**config.mk**
```make
export PLATFORM = sky130hd
export DESIGN_NAME = selfroute_ctl
export DESIGN_NICKNAME = d
export VERILOG_FILES = /design/src/rtl/selfroute_pkg.sv /design/src/rtl/selfroute_rank.sv /design/src/rtl/selfroute_occ.sv /design/src/rtl/selfroute_ctl.sv
export SDC_FILE = /design/constraint.sdc
export NUM_CORES = 1
export LEC_CHECK = 0
export CAP_MARGIN = 25
export CORE_ASPECT_RATIO = 0.75
export CORE_UTILIZATION = 28
export CTS_CLUSTER_DIAMETER = 40
export CTS_CLUSTER_SIZE = 40
export DETAILED_ROUTE_END_ITERATION = 8
export SYNTH_ARGS = -nofsm -noshare
export SYNTH_HDL_FRONTEND = slang
export SYNTH_SLANG_ARGS = --single-unit
```
**constraint.sdc**
```tcl
create_clock -name clk -period 2.4 [get_ports clk]
set_input_delay 0.36 -clock clk [delete_from_list [all_inputs] [get_ports clk]]
set_output_delay 0.36 -clock clk [all_outputs]
set_load 0.02 [all_outputs]
```
**src/rtl/selfroute_pkg.sv**
```systemverilog
package selfroute_pkg;

  // Command from the rank/control logic to the occupancy datapath.
  typedef struct packed {
    logic stay0;      // nothing stored and nothing arriving: hold at zero
    logic clampFull;  // next count would pass capacity: saturate
  } occCmd_t;

endpackage

```
**src/rtl/selfroute_rank.sv**
```systemverilog
module selfroute_rank
  import selfroute_pkg::*;
#(
  parameter int LOGN   = 2,
  parameter int STAGES = 3
) (
  input  logic                       clk,
  input  logic                       rstN,
  input  logic [(1<<LOGN)-1:0]       arrV,
  input  logic [LOGN*STAGES-1:0]     occQ,
  output logic [(1<<LOGN)-1:0][LOGN:0] rankA,
  output logic [LOGN:0]              arrCnt,
  output occCmd_t                    cmd
);
  localparam int NIN = 1 << LOGN;
  localparam int QW  = LOGN * STAGES;
  localparam int CW  = LOGN + 1;
  localparam int SW  = QW + 1;
  localparam logic [SW-1:0] CAP_P1 = {1'b1, {QW{1'b0}}};

  logic [CW-1:0] acc;
  logic [SW-1:0] total;

  // Rank = number of arrivals on higher-numbered inputs.
  always_comb begin
    acc = '0;
    for (int i = NIN - 1; i >= 0; i--) begin
      rankA[i] = acc;
      acc      = acc + CW'(arrV[i]);
    end
    arrCnt = acc;
  end

  always_comb begin
    total         = SW'(occQ) + SW'(arrCnt);
    cmd.stay0     = (total == '0);
    cmd.clampFull = (total > CAP_P1);
  end

  // the highest arrived input always has rank 0
  AST_TOP_RANK0: assert property (@(posedge clk) disable iff (!rstN)
    arrV[NIN-1] |-> rankA[NIN-1] == '0);

  // stay-at-zero and saturation never requested together
  AST_CMD_EXCL: assert property (@(posedge clk) disable iff (!rstN)
    !(cmd.stay0 && cmd.clampFull));

  generate
    for (genvar g = 1; g < NIN; g++) begin : g_rank_chk
      // a lower input that also arrives is ranked one above its neighbour
      AST_RANK_STEP: assert property (@(posedge clk) disable iff (!rstN)
        (arrV[g] && arrV[g-1]) |-> rankA[g-1] == rankA[g] + CW'(1));
    end
  endgenerate

endmodule

```
**src/rtl/selfroute_occ.sv**
```systemverilog
module selfroute_occ
  import selfroute_pkg::*;
#(
  parameter int LOGN   = 2,
  parameter int STAGES = 3
) (
  input  logic                         clk,
  input  logic                         rstN,
  input  logic [(1<<LOGN)-1:0]         arrV,
  input  logic [(1<<LOGN)-1:0][LOGN:0] rankA,
  input  logic [LOGN:0]                arrCnt,
  input  occCmd_t                      cmd,
  output logic [LOGN*STAGES-1:0]       occQ,
  output logic [(1<<LOGN)*LOGN*STAGES-1:0] stageSel,
  output logic [(1<<LOGN)*(LOGN+1)-1:0]    firstPort,
  output logic [(1<<LOGN)-1:0]         dropV
);
  localparam int NIN = 1 << LOGN;
  localparam int QW  = LOGN * STAGES;
  localparam int FW  = LOGN + 1;
  localparam int SW  = QW + 1;
  localparam logic [QW-1:0] FULL = {QW{1'b1}};

  logic [SW-1:0] grow;

  always_comb grow = SW'(occQ) + SW'(arrCnt) - SW'(1);

  always_ff @(posedge clk or negedge rstN) begin
    if (!rstN)              occQ <= '0;
    else if (cmd.stay0)     occQ <= '0;
    else if (cmd.clampFull) occQ <= FULL;
    else                    occQ <= grow[QW-1:0];
  end

  generate
    for (genvar g = 0; g < NIN; g++) begin : g_cell
      logic [SW-1:0] vDelay;
      logic          over;

      always_comb begin
        vDelay = SW'(occQ) + SW'(rankA[g]);
        over   = vDelay[QW];
        dropV[g] = arrV[g] & over;
        stageSel[g*QW +: QW] = (arrV[g] && !over) ? vDelay[QW-1:0] : '0;
        if (!arrV[g])  firstPort[g*FW +: FW] = '0;
        else           firstPort[g*FW +: FW] = {over, vDelay[LOGN-1:0]};
      end

      // an idle input drives nothing
      AST_IDLE_QUIET: assert property (@(posedge clk) disable iff (!rstN)
        !arrV[g] |-> (!dropV[g] && stageSel[g*QW +: QW] == '0
                      && firstPort[g*FW +: FW] == '0));

      // a dropped cell leaves on a loss output, index at least N
      AST_DROP_LOSSPORT: assert property (@(posedge clk) disable iff (!rstN)
        dropV[g] |-> firstPort[g*FW + LOGN]);
    end

    for (genvar g = 1; g < NIN; g++) begin : g_drop_order
      // drops fall on the later-ranked (lower-index) cells
      AST_DROP_SUFFIX: assert property (@(posedge clk) disable iff (!rstN)
        (dropV[g] && arrV[g-1]) |-> dropV[g-1]);
    end
  endgenerate

  // the highest-index arrival is routed with delay equal to the count
  AST_HEAD_DELAY: assert property (@(posedge clk) disable iff (!rstN)
    arrV[NIN-1] |-> stageSel[(NIN-1)*QW +: QW] == occQ);

  // with no arrivals the count drains by one per slot
  AST_DRAIN_STEP: assert property (@(posedge clk) disable iff (!rstN)
    (arrV == '0 && occQ != '0) |=> occQ == $past(occQ) - QW'(1));

  // empty and idle stays empty
  AST_IDLE_EMPTY: assert property (@(posedge clk) disable iff (!rstN)
    (arrV == '0 && occQ == '0) |=> occQ == '0);

  // any drop leaves the multiplexer full
  AST_DROP_FULL: assert property (@(posedge clk) disable iff (!rstN)
    (|dropV) |=> occQ == FULL);

endmodule

```
**src/rtl/selfroute_ctl.sv**
```systemverilog
module selfroute_ctl
  import selfroute_pkg::*;
#(
  parameter int LOGN   = 2,
  parameter int STAGES = 3
) (
  input  logic                                 clk,
  input  logic                                 rstN,
  input  logic [(1<<LOGN)-1:0]                 arrV,
  output logic [(1<<LOGN)*LOGN*STAGES-1:0]     stageSel,
  output logic [(1<<LOGN)*(LOGN+1)-1:0]        firstPort,
  output logic [(1<<LOGN)-1:0]                 dropV,
  output logic [LOGN*STAGES-1:0]               occupancy
);
  localparam int NIN = 1 << LOGN;
  localparam int QW  = LOGN * STAGES;

  logic [NIN-1:0][LOGN:0] rankA;
  logic [LOGN:0]          arrCnt;
  occCmd_t                cmd;
  logic [QW-1:0]          occQ;

  selfroute_rank #(.LOGN(LOGN), .STAGES(STAGES)) u_rank (
    .clk    (clk),
    .rstN   (rstN),
    .arrV   (arrV),
    .occQ   (occQ),
    .rankA  (rankA),
    .arrCnt (arrCnt),
    .cmd    (cmd)
  );

  selfroute_occ #(.LOGN(LOGN), .STAGES(STAGES)) u_occ (
    .clk       (clk),
    .rstN      (rstN),
    .arrV      (arrV),
    .rankA     (rankA),
    .arrCnt    (arrCnt),
    .cmd       (cmd),
    .occQ      (occQ),
    .stageSel  (stageSel),
    .firstPort (firstPort),
    .dropV     (dropV)
  );

  assign occupancy = occQ;

endmodule

```
==> results_dict.tcl, run 1 <==
set metrics [dict create \
    num_rows 20 \
    dieArea_um2 4610 \
    stdcell_area_um2 2430 \
    nNetsFinal 279 \
    yosysSeqAreaShare 0.123 \
    timing.hold.ws_ps 368 \
    ys_types 37 \
    vdd_drop_max_mv 0.767 \
    wire_per_inst_um 12.3 \
    violations "setup timing" \
    synth_xor_area_frac 0.0926 \
    io_pins 52 \
    syn_inst 154 \
    layout_commonest_cell "buf_4" \
    drive_gt1_frac 0.524 \
    final_util 0.593 \
    cts_buffers 3 \
    cts_root_buffer "clkbuf_8" \
    synth_edf_count 0 \
    finalHoldViolCount 0 \
    grt_start_max_net_pins 12 \
    reg2reg_depth 8 \
    p_leak_nw 1.12 \
    cts_max_path_buffers 2 \
    numClockSinks 6 \
    core_um2 4100 \
    vias_per_cell 4.57 \
    min_path_type "in2async" \
    wl_mm 3.76 \
    power_density_nw_per_um2 1440 \
    io_buffers 49 \
    rsz0062_at_grt "true" \
    syn2layout_area_growth_pct 100 \
    ys_seq_elements 6 \
    start_util 0.296 \
    synth_warnings 0 \
    status "complete, but fails checks" \
    synth_area_um2 1220 \
    setup_viol 15 \
    avgSynthCellArea_um2 7.90 \
    cts_tree "done" \
    finalWorstSetupSlack_ps -610 \
    rrSetupSlack_ps 60 \
    drv_slew 0 \
    clock_latency_ps 220 \
    worstPathMaxFanout 3 \
    place.gp.congestion 0.865 \
    pre_cts_slack_ps -1260 \
    postPlaceCellArea_um2 2120 \
    grt_pass1_wl_mm 6.14 \
    grtUsageTotal 0.169 \
    drc 0 \
    final_antenna_net_count 0 \
    synthFlopType "dfrtp_1" \
    worst-setup-path-type "in2reg" \
    drt-initial-drc-count 14 \
    dieWidth_um 78.1 \
    antenna_found_initial 0 \
    async_flop_share 1.00 \
    clk_pin_slew_ps 30 \
    largest_reg_flops 6 \
    critical_path_required_ps 2530 \
    fmax_mhz 332 \
    diodes 0 \
    critPathArrivalTime_ps 3140 \
    dp_hpwl_mm 2.85 \
    cap_viol_max_count 0 \
    grt_pass1_vias 1321 \
    r2r-end "u_occ.occQ[5]" \
    grt_overflow 0 \
    synthAdderAreaFrac 0.247 \
    largestRegisters "u_occ.occQ (6)" \
    synth_mux_area_frac 0 \
    post-route-min-period_ps 3010 \
    power_mw 3.52 \
    endpoint_kind "register" \
    start_kind "input pin" \
    synth_compound_area_frac 0.151 \
    cts_hold_repair.buffers 0 \
    fp.dieH_um 59.1 \
    final.period_utilization 1.25 \
    h-tree-depth 1 \
    synth_simple_gate_area_frac 0.288 \
    layout_common_cells "49 x buf_4, 18 x clkdlybuf4s50_1, 18 x buf_6" \
    reg2reg_from "u_occ.occQ[0]" \
    via_count 1394 \
    firstDrtPassIters 4 \
    largest_register "u_occ.occQ" \
    finClkSkew_ps 2.53 \
    synth_top_family_by_area "simple AND/OR/NAND/NOR gates" \
]
-- per-layer routing --
metal	GRT usage	vias up	part of all wire
li1	-	704	-
met1	0.233	659	0.47
met2	0.292	29	0.49
met3	0.0154	2	0.034
met4	0.0317	0	0.0043
met5	0	-	0
-- cell families after synthesis --
logic type      count (synthesis)
compound gates                 29
xor+xnor                       12
fa+ha+maj                      21
buf+inv                        23
flops                           6
other cells                     1
simple gates                   62
-- cells in the mapped netlist, drive strengths merged (2+ instances only) --
library cell / n / area [um2]
a211o: 2 / 17.5
a21o: 2 / 15.0
a21oi: 7 / 35.0
and2: 17 / 106
and3: 3 / 23.8
buf: 10 / 66.3
clkbuf: 2 / 7.51
dfrtp: 6 / 150
fa: 5 / 100
ha: 16 / 200
inv: 11 / 41.3
nand2: 6 / 22.5
nand3: 6 / 30.0
nor2: 8 / 30.0
nor2b: 13 / 81.3
nor3: 2 / 10.0
o21ai: 10 / 50.1
or3: 3 / 18.8
xnor2: 8 / 70.1
xor2: 4 / 42.6
-- worst max-delay path: stages --
cell and delay, ps:
buf_8 100, fa_2 600, ha_4 140, inv_2 30, fa_1 530, fa_2 500
and3_4 200, or3_4 320, a211o_1 270, o211ai_1 90
-- through the flow --
step / TNS, ps / std cells
floorplan: -3550 / 155
global placement: -28530 / 292
detailed placement: -28680 / 292
CTS: -6430 / 301
global route: -8100 / 305
finish: -6990 / 305
-- report_power, final --
part | switching (mW) | internal [mW] | total [mW]
clock | 0.0406 | 0.107 | 0.148
sequential | 0.104 | 0.166 | 0.270
combinational | 1.48 | 1.62 | 3.10
-- repair_timing --
item                                    CTS  global route
pin swaps                                16            18
resized for setup                       147            32
endpoints found under the setup margin   35            28
setup buffers                             6             4
-- area by class of cell --
cell class / instances / area (um2)
Sequential cell: 6 / 151
Timing Repair Buffer: 104 / 896
Multi-Input combinational cell: 126 / 1240
Inverter: 11 / 41.3
Tap cell: 55 / 68.8
Clock buffer: 3 / 41.3
Fill cell: 377 / 1670
-- worst max-delay path by stage --
stage | from | to | slack, ps
after detailed placement | arrV[2] | u_occ.occQ[5] | -1260
after global placement | arrV[2] | stageSel[4] | -1200
final | arrV[1] | u_occ.occQ[5] | -610
after floorplan | arrV[1] | u_occ.occQ[5] | -640
after global routing | arrV[1] | u_occ.occQ[5] | -690
after CTS | arrV[2] | u_occ.occQ[5] | -760
(Power assumes the default switching activity.)
==> run 2, diff against run 1 <==
--- a/config.mk
+++ b/config.mk
@@ -6,11 +6,12 @@
 export NUM_CORES = 1
 export LEC_CHECK = 0
 export CAP_MARGIN = 25
-export CORE_ASPECT_RATIO = 0.75
+export CORE_ASPECT_RATIO = 0.8
 export CORE_UTILIZATION = 28
 export CTS_CLUSTER_DIAMETER = 40
 export CTS_CLUSTER_SIZE = 40
 export DETAILED_ROUTE_END_ITERATION = 8
+export MAX_ROUTING_LAYER = met4
 export SYNTH_ARGS = -nofsm -noshare
 export SYNTH_HDL_FRONTEND = slang
 export SYNTH_SLANG_ARGS = --single-unit
==> run 2 against run 1 <==
Net effect: the run still ends with setup timing left; highest routed layer unchanged; die area hardly changed; hold slack improved by 20 ps; clock-buffer cell count stayed put; critical path type unchanged; global-route usage grew 1.6 points; flip-flop and latch count unchanged; clock skew decreased by 2.2 ps; total power increased by 0.89%; final cell count decreased by 0.33%.
==> results_dict.tcl, run 2 (synthesized netlist as in run 1, its figures left out) <==
set metrics [dict create \
    combPwrFrac 0.885 \
    stdcell_count 304 \
    final_antenna_net_count 0 \
    layout_common_cells "50 x buf_4, 18 x clkdlybuf4s50_1, 15 x buf_6" \
    switchingPower_mw 1.67 \
    firstDrtPassIters 4 \
    wire_per_inst_um 13.5 \
    largest_reg_flops 6 \
    numClockSinks 6 \
    drv_slew 0 \
    cts_root_buffer "clkbuf_8" \
    syn2layout_area_growth_pct 97.9 \
    start_util 0.291 \
    cap_viol_max_count 0 \
    place.gp.congestion 0.879 \
    largest_register "u_occ.occQ" \
    pre_cts_slack_ps -1240 \
    h-tree-depth 1 \
    diodes 0 \
    switching_share 0.470 \
    final.period_utilization 1.25 \
    layout_commonest_cell "buf_4" \
    grtUsageTotal 0.185 \
    finalWorstSetupSlack_ps -611 \
    largestRegisters "u_occ.occQ (6)" \
    clk_pin_slew_ps 30 \
    cts_tree "done" \
    via_count 1402 \
    post-route-min-period_ps 3010 \
    dp_hpwl_mm 2.91 \
    cts_hold_repair.buffers 0 \
    drive_gt1_frac 0.506 \
    io_pins 52 \
    clock_latency_ps 220 \
    power_density_nw_per_um2 1470 \
    worstPathMaxFanout 3 \
    min_path_type "in2async" \
    dieWidth_um 75.7 \
    grt_start_max_net_pins 12 \
    antenna_found_initial 0 \
    io_buffers 49 \
    worst-setup-path-type "in2reg" \
    dieArea_um2 4610 \
    rsz0062_at_grt "true" \
    finalHoldViolCount 0 \
    p_int_mw 1.88 \
    place_inst 290 \
    grt_pass1_vias 1348 \
    violations "setup timing" \
    grt_pass1_wl_mm 6.16 \
    p_seq_frac 0.072 \
    vias_per_cell 4.61 \
    fp.dieH_um 60.9 \
    fmax_mhz 332 \
    nNetsFinal 276 \
    cts_max_path_buffers 2 \
    nFillCells 390 \
    wl_mm 4.09 \
    critical_path_required_ps 2540 \
    endpoint_kind "register" \
    core_um2 4180 \
    p_leak_nw 1.09 \
    start_kind "input pin" \
    finClkSkew_ps 0.286 \
    vdd_drop_max_mv 0.832 \
    cts_buffers 3 \
    setup_viol 15 \
    status "complete, but fails checks" \
    drt-initial-drc-count 38 \
    drc 0 \
    clock_power_share 0.042 \
    grt_overflow 0 \
    num_rows 21 \
    critPathArrivalTime_ps 3150 \
]
run 2: changes by cell type in the layout (fill, tap and decap cells not counted), moves of 2 or more:
cell             before  now
buf_6                18   15
clkdlybuf4s15_1       0    3
dlygate4sd2_1         8    5
nand3_2               2    0
o21ai_1               3    5
run 2: area by class of cell:
type / count / area [um2] / area share
sequential: 6 / 151 / 0.0629
clock buffer: 3 / 41.3 / 0.0172
inverter: 11 / 41.3 / 0.0172
multi-input combinational: 126 / 1230 / 0.512
tap: 57 / 71.3 / 0.0296
timing repair buffer: 101 / 868 / 0.361
run 2: through the flow:
stage               instance area [um2]  total power, mW  hold slack (ps)  setup TNS [ps]   util
finish                             2410             3.55              388           -5790  0.576
global placement                   2090             2.82              617          -27760  0.500
floorplan                          1300             1.70             64.4           -3550      -
global route                       2410             3.83              411           -6910  0.576
CTS                                2290             3.25              387           -6330  0.549
detailed placement                 2090             2.82              622          -28100  0.500
run 2: final timing paths:
check | from | end | slack [ps] | cells past startpoint
worst max-delay path | arrV[2] | u_occ.occQ[5] | -610 | 10
worst min-delay path | rstN | u_occ.occQ[5] | 390 | 1
worst max register to register | u_occ.occQ[0] | u_occ.occQ[5] | 80 | 8
worst min register to register | u_occ.occQ[5] | u_occ.occQ[5] | 820 | 3
max in group asynchronous | rstN | u_occ.occQ[0] | 1770 | 1
min in group clk | u_occ.occQ[5] | u_occ.occQ[5] | 820 | 3
run 2: repair_timing:
action | 4_1_cts | 5_1_grt
endpoints found under the setup margin | 36 | 27
resized for setup | 146 | 33
pin swaps | 18 | 16
hold endpoints to repair | 0 | 0
buffers inserted | 9 | 4
run 2: power groups by stage:
stage               registers, mW  logic [mW]  clock network [mW]
floorplan                   0.288        1.41                   0
CTS                         0.256        2.84               0.153
finish                      0.257        3.14               0.149
detailed placement          0.247        2.58                   0
global placement            0.245        2.58                   0
global route                0.267        3.41               0.160
run 2: worst max-delay path, stage by stage:
cell,delay [ps]
buf_8,100
fa_1,560
ha_2,180
inv_2,40
fa_2,560
fa_2,480
and3_4,210
or3_4,330
a211o_1,260
o211ai_1,70
run 2: per-layer routing:
layer,up-vias,share of wire,global-route usage
li1,696,-,-
met1,666,0.47,0.252
met2,38,0.49,0.295
met3,2,0.033,0.0316
met4,0,0.0027,0.0238
met5,-,0,-
